`src/rtl/pwrguard_pkg.sv`:
```
package pwrguard_pkg;

    typedef enum logic [1:0] {
        ST_RUN   = 2'd0,
        ST_DRAIN = 2'd1,
        ST_LOCK  = 2'd2,
        ST_REARM = 2'd3
    } guard_st_e;

    typedef struct packed {
        guard_st_e st;
    } guard_regs_t;

endpackage

```
`src/rtl/pwrguard_sync.sv`:
```
module pwrguard_sync #(
    parameter int         W       = 4,
    parameter logic [W-1:0] RST_VAL = '1
) (
    input  logic         clk,
    input  logic         rst_n,
    input  logic [W-1:0] d_in,
    output logic [W-1:0] d_out
);

    for (genvar i = 0; i < W; i++) begin : g_bit
        logic meta_q;
        logic stab_q;
        always_ff @(posedge clk or negedge rst_n) begin
            if (!rst_n) begin
                meta_q <= RST_VAL[i];
                stab_q <= RST_VAL[i];
            end else begin
                meta_q <= d_in[i];
                stab_q <= meta_q;
            end
        end
        assign d_out[i] = stab_q;
    end

endmodule

```
`src/rtl/pwrguard_dly.sv`:
```
module pwrguard_dly #(
    parameter int CNT_W     = 4,
    parameter int DEF_TICKS = 2
) (
    input  logic             clk,
    input  logic             rst_n,
    input  logic             tick,
    input  logic             run,
    input  logic             prog_en,
    input  logic [CNT_W-1:0] prog_val,
    output logic             expired
);

    localparam logic [CNT_W-1:0] CNT_MAX = '1;
    localparam logic [CNT_W-1:0] DEF_VAL = CNT_W'(DEF_TICKS);

    typedef struct packed {
        logic [CNT_W-1:0] cnt;
        logic             tick_prev;
    } dly_regs_t;

    dly_regs_t r_q, r_d;
    logic [CNT_W-1:0] target;
    logic             tick_rise;

    always_comb begin
        target    = prog_en ? prog_val : DEF_VAL;
        tick_rise = tick && !r_q.tick_prev;
        r_d           = r_q;
        r_d.tick_prev = tick;
        if (!run) begin
            r_d.cnt = '0;
        end else if (tick_rise && r_q.cnt != CNT_MAX) begin
            r_d.cnt = r_q.cnt + 1'b1;
        end
        expired = run && (r_q.cnt >= target);
    end

    always_ff @(posedge clk or negedge rst_n) begin
        if (!rst_n) begin
            r_q <= '0;
        end else begin
            r_q <= r_d;
        end
    end

endmodule

```
`src/rtl/pwrguard_top.sv`:
```
module pwrguard_top
    import pwrguard_pkg::*;
#(
    parameter int ADDR_W    = 5,
    parameter int DATA_W    = 8,
    parameter int CNT_W     = 4,
    parameter int DEF_TICKS = 2
) (
    input  logic              clk,
    input  logic              rst_n,
    input  logic              tick,
    input  logic              pwr_fail_n,
    input  logic              bus_cs_n,
    input  logic              bus_rd_n,
    input  logic              bus_wr_n,
    input  logic [ADDR_W-1:0] bus_addr,
    input  logic [DATA_W-1:0] bus_wdata,
    input  logic              dly_prog_en,
    input  logic [CNT_W-1:0]  dly_prog_val,
    output logic              reg_rd_stb,
    output logic              reg_wr_stb,
    output logic [ADDR_W-1:0] reg_addr,
    output logic [DATA_W-1:0] reg_wdata,
    output logic              data_oe,
    output logic              locked
);

    localparam int SYNC_W = 4;

    logic [SYNC_W-1:0] raw_in, syn_out;
    logic pf_s, cs_s, rd_s, wr_s;
    logic acc_s, gate_open, expired, dly_run;
    logic rd_req, wr_req;
    guard_regs_t r_q, r_d;

    assign raw_in = {pwr_fail_n, bus_cs_n, bus_rd_n, bus_wr_n};

    // two-flop synchronisers on the asynchronous controls
    pwrguard_sync #(.W(SYNC_W), .RST_VAL('1)) u_sync (
        .clk   (clk),
        .rst_n (rst_n),
        .d_in  (raw_in),
        .d_out (syn_out)
    );

    assign pf_s = syn_out[3];
    assign cs_s = syn_out[2];
    assign rd_s = syn_out[1];
    assign wr_s = syn_out[0];

    assign acc_s   = !cs_s && (!rd_s || !wr_s);
    assign dly_run = !pf_s && (r_q.st != ST_LOCK);

    pwrguard_dly #(.CNT_W(CNT_W), .DEF_TICKS(DEF_TICKS)) u_dly (
        .clk      (clk),
        .rst_n    (rst_n),
        .tick     (tick),
        .run      (dly_run),
        .prog_en  (dly_prog_en),
        .prog_val (dly_prog_val),
        .expired  (expired)
    );

    always_comb begin
        r_d = r_q;
        unique case (r_q.st)
            ST_RUN: begin
                if (expired) r_d.st = acc_s ? ST_DRAIN : ST_LOCK;
            end
            ST_DRAIN: begin
                if (!acc_s) r_d.st = pf_s ? ST_RUN : ST_LOCK;
            end
            ST_LOCK: begin
                if (pf_s && !acc_s) r_d.st = ST_REARM;
            end
            ST_REARM: begin
                if (expired)   r_d.st = ST_LOCK;
                else if (cs_s) r_d.st = ST_RUN;
            end
            default: r_d.st = ST_LOCK;
        endcase
    end

    always_ff @(posedge clk or negedge rst_n) begin
        if (!rst_n) begin
            r_q <= '{st: ST_RUN};
        end else begin
            r_q <= r_d;
        end
    end

    assign gate_open = (r_q.st == ST_RUN) || (r_q.st == ST_DRAIN);
    assign rd_req    = !cs_s && !rd_s && wr_s;
    assign wr_req    = !cs_s && !wr_s;

    assign reg_rd_stb = gate_open && rd_req;
    assign reg_wr_stb = gate_open && wr_req;
    assign reg_addr   = (reg_rd_stb || reg_wr_stb) ? bus_addr : '0;
    assign reg_wdata  = reg_wr_stb ? bus_wdata : '0;
    assign data_oe    = reg_rd_stb && pf_s;
    assign locked     = (r_q.st == ST_LOCK);

endmodule

```
`config.mk`:
```
export PLATFORM = sky130hd
export DESIGN_NAME = pwrguard_top
export DESIGN_NICKNAME = d
export VERILOG_FILES = /design/src/rtl/pwrguard_pkg.sv /design/src/rtl/pwrguard_sync.sv /design/src/rtl/pwrguard_dly.sv /design/src/rtl/pwrguard_top.sv
export SDC_FILE = /design/constraint.sdc
export NUM_CORES = 1
export LEC_CHECK = 0
export ABC_AREA = 0
export BUFFER_PORTS_ARGS = -buffer_cell sky130_fd_sc_hd__buf_2
export CAP_MARGIN = 30
export CORE_AREA = 2 2 44 46
export CTS_BUF_LIST = sky130_fd_sc_hd__clkbuf_8
export CTS_CLUSTER_DIAMETER = 150
export DETAILED_ROUTE_END_ITERATION = 10
export DIE_AREA = 0 0 46 48
export PLACE_DENSITY = 0.84
export SETUP_SLACK_MARGIN = 0.3
export SLEW_MARGIN = 20
export SYNTH_ARGS = -nofsm -noshare
export SYNTH_HDL_FRONTEND = slang
export SYNTH_SLANG_ARGS = --single-unit
```
`constraint.sdc`:
```
create_clock -name clk -period 3.9 [get_ports clk]
set_input_delay 0.39 -clock clk [delete_from_list [all_inputs] [get_ports clk]]
set_output_delay 0.39 -clock clk [all_outputs]
set_load 0.01 [all_outputs]
```
==> impl_metrics.py <==
metrics = {
    "status": {
        "status": "finished, final reports clean",
    },
    "timing": {
        "timing.final.crit_share_pct": 53.5,
        "final.min_clock_period_ns": 2.09,
        "setup_viol": 0,
        "fmax_ghz": 0.479,
        "grt_setup_unrepaired": "no",
        "skew_ns": 0.00543,
        "fin_tns_setup_ns": 0,
        "finalHoldViolCount": 0,
        "drv_slew": 0,
        "setup_ws_ns": 1.81,
        "tightest_slew_ns": 0.655,
        "slew_headroom_pct": 56.0,
    },
    "final_layout": {
        "layout-drive-gt1-share_pct": 48.4,
        "nets": 155,
        "fillers": 128,
        "syn_to_final_growth_pct": 31.4,
        "final_common_cell": "buf_2",
        "antennaDiodeCount": 0,
        "multi_input_area_sq_um": 420,
        "seq_area_sq_um": 385,
        "final_cell_mix": "buf_2, and2_1, dfstp_2",
    },
    "drt": {
        "vias_per_cell": 5.21,
        "drt-total-wl_mm": 1.72,
        "drc": 0,
        "wl_per_cell_microns": 12.2,
        "firstDrtPassIters": 4,
        "drt_iter0_markers": 11,
        "drtAntennaViolNets": 0,
        "via_count": 734,
    },
    "critical_path": {
        "r2r-start": "u_dly.r_q[1]$_DFFE_PN0P_",
        "critPathKind": "register to output port",
        "rr_endpoint": "r_q[1]$_DFFE_PN0P_",
        "crit_slowest_cell": "nor3_1",
        "slowest_delay_ns": 0.60,
        "setup.worst_path.start_class": "register",
        "path_cells": "nor3_1, and2_1, buf_2",
        "critPathMaxFanout": 9,
        "path_buf_inv": 1,
        "worstPathArrival_ns": 1.70,
        "worstPathRequired_ns": 3.51,
        "r2r_cells": 6,
        "endpoint_kind": "output port",
        "cp_top_family": "simple AND/OR/NAND/NOR gates",
        "r2r_slack_ns": 2.01,
    },
    "floorplanning": {
        "core_area_sq_mm": 0.00169,
        "die_area_sq_mm": 0.00221,
        "die_x_microns": 46,
        "fp.dieH_microns": 48,
        "start_util_pct": 49.0,
        "ios": 42,
        "rows": 15,
    },
    "global_route": {
        "overflow": 0,
        "track_usage_pct": 17.3,
        "grt_max_degree": 16,
        "grt_pass1_vias": 651,
        "grt_first_pass_wirelength_mm": 2.57,
        "antenna_found_initial": 0,
    },
    "yosys": {
        "postSynthAreaPerCell_sq_um": 10.4,
        "synth_sequential_area_ratio_pct": 46.5,
        "synth_top_family_by_area": "simple AND/OR/NAND/NOR gates",
        "yosys_register_bits": 15,
        "synth_fa_ha_area_share_pct": 7.55,
        "syn-instance-count": 80,
        "syn_area_sq_um": 828,
        "ys_warn_count": 0,
        "synthXorXnorAreaFrac_pct": 2.11,
        "synthSimpleGateAreaFrac_pct": 27.8,
        "synthesis.nets": 110,
        "synthDistinctLibCells": 29,
        "muxShareOfSynthArea_pct": 0,
        "synth_compound_area_share_pct": 13.3,
    },
    "clock_network": {
        "post_cts_buffers": 0,
        "numCtsBuffers": 3,
        "htree_levels": 1,
        "cts_tree": "built",
        "numClockSinks": 15,
        "hold_buffers": 0,
        "cts_resized": 0,
        "clock_latency_ns": 0.25,
        "cts_root_buffer": "clkbuf_8",
        "clock_path_buffers": 2,
        "clkTransAtPathRegs_ns": 0.06,
    },
    "placement": {
        "dp_worst_setup_slack_ns": 1.88,
        "port_buffers": 41,
        "dpl.hpwl_mm": 1.41,
        "routabilityCongestion": 0.694,
    },
    "job": {
        "drv_cap": 0,
    },
    "hold_path": {
        "worstHoldPathType": "input port to async pin",
    },
    "pwr": {
        "max-vdd-ir-drop_mv": 0.287,
        "p_per_area_mw_per_mm2": 418,
        "cellLeakagePower_nw": 0.560,
    },
}
## per-layer routing
layer  share of wire (%)  global-route usage (%)  up-vias
li1                    -                       -      363
met1                  42                    19.1      333
met2                  50                    28.9       33
met3                 7.0                    5.28        5
met4                 1.8                    10.9        0
met5                   0                       0        -
## cell usage after synthesis, drive strengths merged
library cell / n / area (sq um)
nor2b: 2 / 12.5
and2: 15 / 100
nand2b: 2 / 12.5
nor2: 6 / 22.5
nor4b: 1 / 8.76
o32ai: 1 / 8.76
nand3: 1 / 5.00
dfrtp: 7 / 175
xnor2: 2 / 17.5
ha: 5 / 62.6
a21oi: 3 / 15.0
and3: 1 / 6.26
or4b: 1 / 10.0
a211oi: 1 / 20.0
nand2: 7 / 26.3
a21o: 1 / 7.51
a2111oi: 1 / 15.0
o21a: 1 / 7.51
buf: 1 / 11.3
or2: 1 / 6.26
dfstp: 8 / 210
a22o: 1 / 8.76
a31oi: 1 / 6.26
o21ai: 1 / 5.00
o2111ai: 1 / 8.76
nor3: 4 / 20.0
inv: 3 / 11.3
o211ai: 1 / 7.51
## power by group
| group | switching [mW] | internal, mW |
|---|---|---|
| clock | 0.0503 | 0.0696 |
| sequential | 0.0276 | 0.176 |
| combinational | 0.0656 | 0.0659 |
## registers in the layout, indices dropped and copies added, names as in the netlist
signal	count
u_dly.r_q	5
u_sync.g_bit.meta_q	4
u_sync.g_bit.stab_q	4
r_q	2
## worst register-to-register path, cell delays in order, from the launching register on
cell       delay, ns
dfrtp_1         0.43
inv_1           0.07
ha_1            0.28
nand2b_1        0.16
a2111oi_2       0.45
o32ai_1         0.14
a22o_1          0.24
## through the flow
stage	util, %	cell area [sq um]	power, mW	cells	hold WS, ns
global placement	61.8	1040	0.330	137	0.297
finish	64.4	1090	0.455	141	0.0264
detailed placement	61.8	1040	0.338	137	0.300
floorplan	-	828	0.295	80	0.0944
CTS	64.4	1090	0.461	141	0.0304
global route	64.4	1090	0.486	141	0.0485
## layout make-up
type | instances | area share, %
clock buffers | 3 | 3.79
well taps | 17 | 1.95
inverters | 3 | 1.03
flip-flops and latches | 15 | 35.4
clock inverters | 1 | 0.345
multi-input cells | 61 | 38.6
repair buffers | 41 | 18.9
## how the worst max path moves through the flow
stage	cells past startpoint	to	start	slack, ns
6_report	3	reg_wdata[1]	r_q[1]$_DFFE_PN0P_	1.81
5_1_grt	3	reg_wdata[6]	r_q[1]$_DFFE_PN0P_	1.73
4_1_cts	3	reg_wdata[1]	r_q[1]$_DFFE_PN0P_	1.81
3_5_place_dp	7	r_q[1]$_DFFE_PN0P_	dly_prog_en	1.88
3_3_place_gp	7	r_q[1]$_DFFE_PN0P_	dly_prog_en	1.95
2_1_floorplan	6	r_q[1]$_DFFE_PN0P_	dly_prog_val[0]	2.10
## cell families after synthesis
family | count (synthesis)
flip-flops | 15
XOR/XNOR | 2
adder cells (fa/ha/maj) | 5
AO/OA/AOI/OAI | 13
AND/OR/NAND/NOR | 41
buffers and inverters | 4
Note: power is estimated with default switching activity, not from simulation.
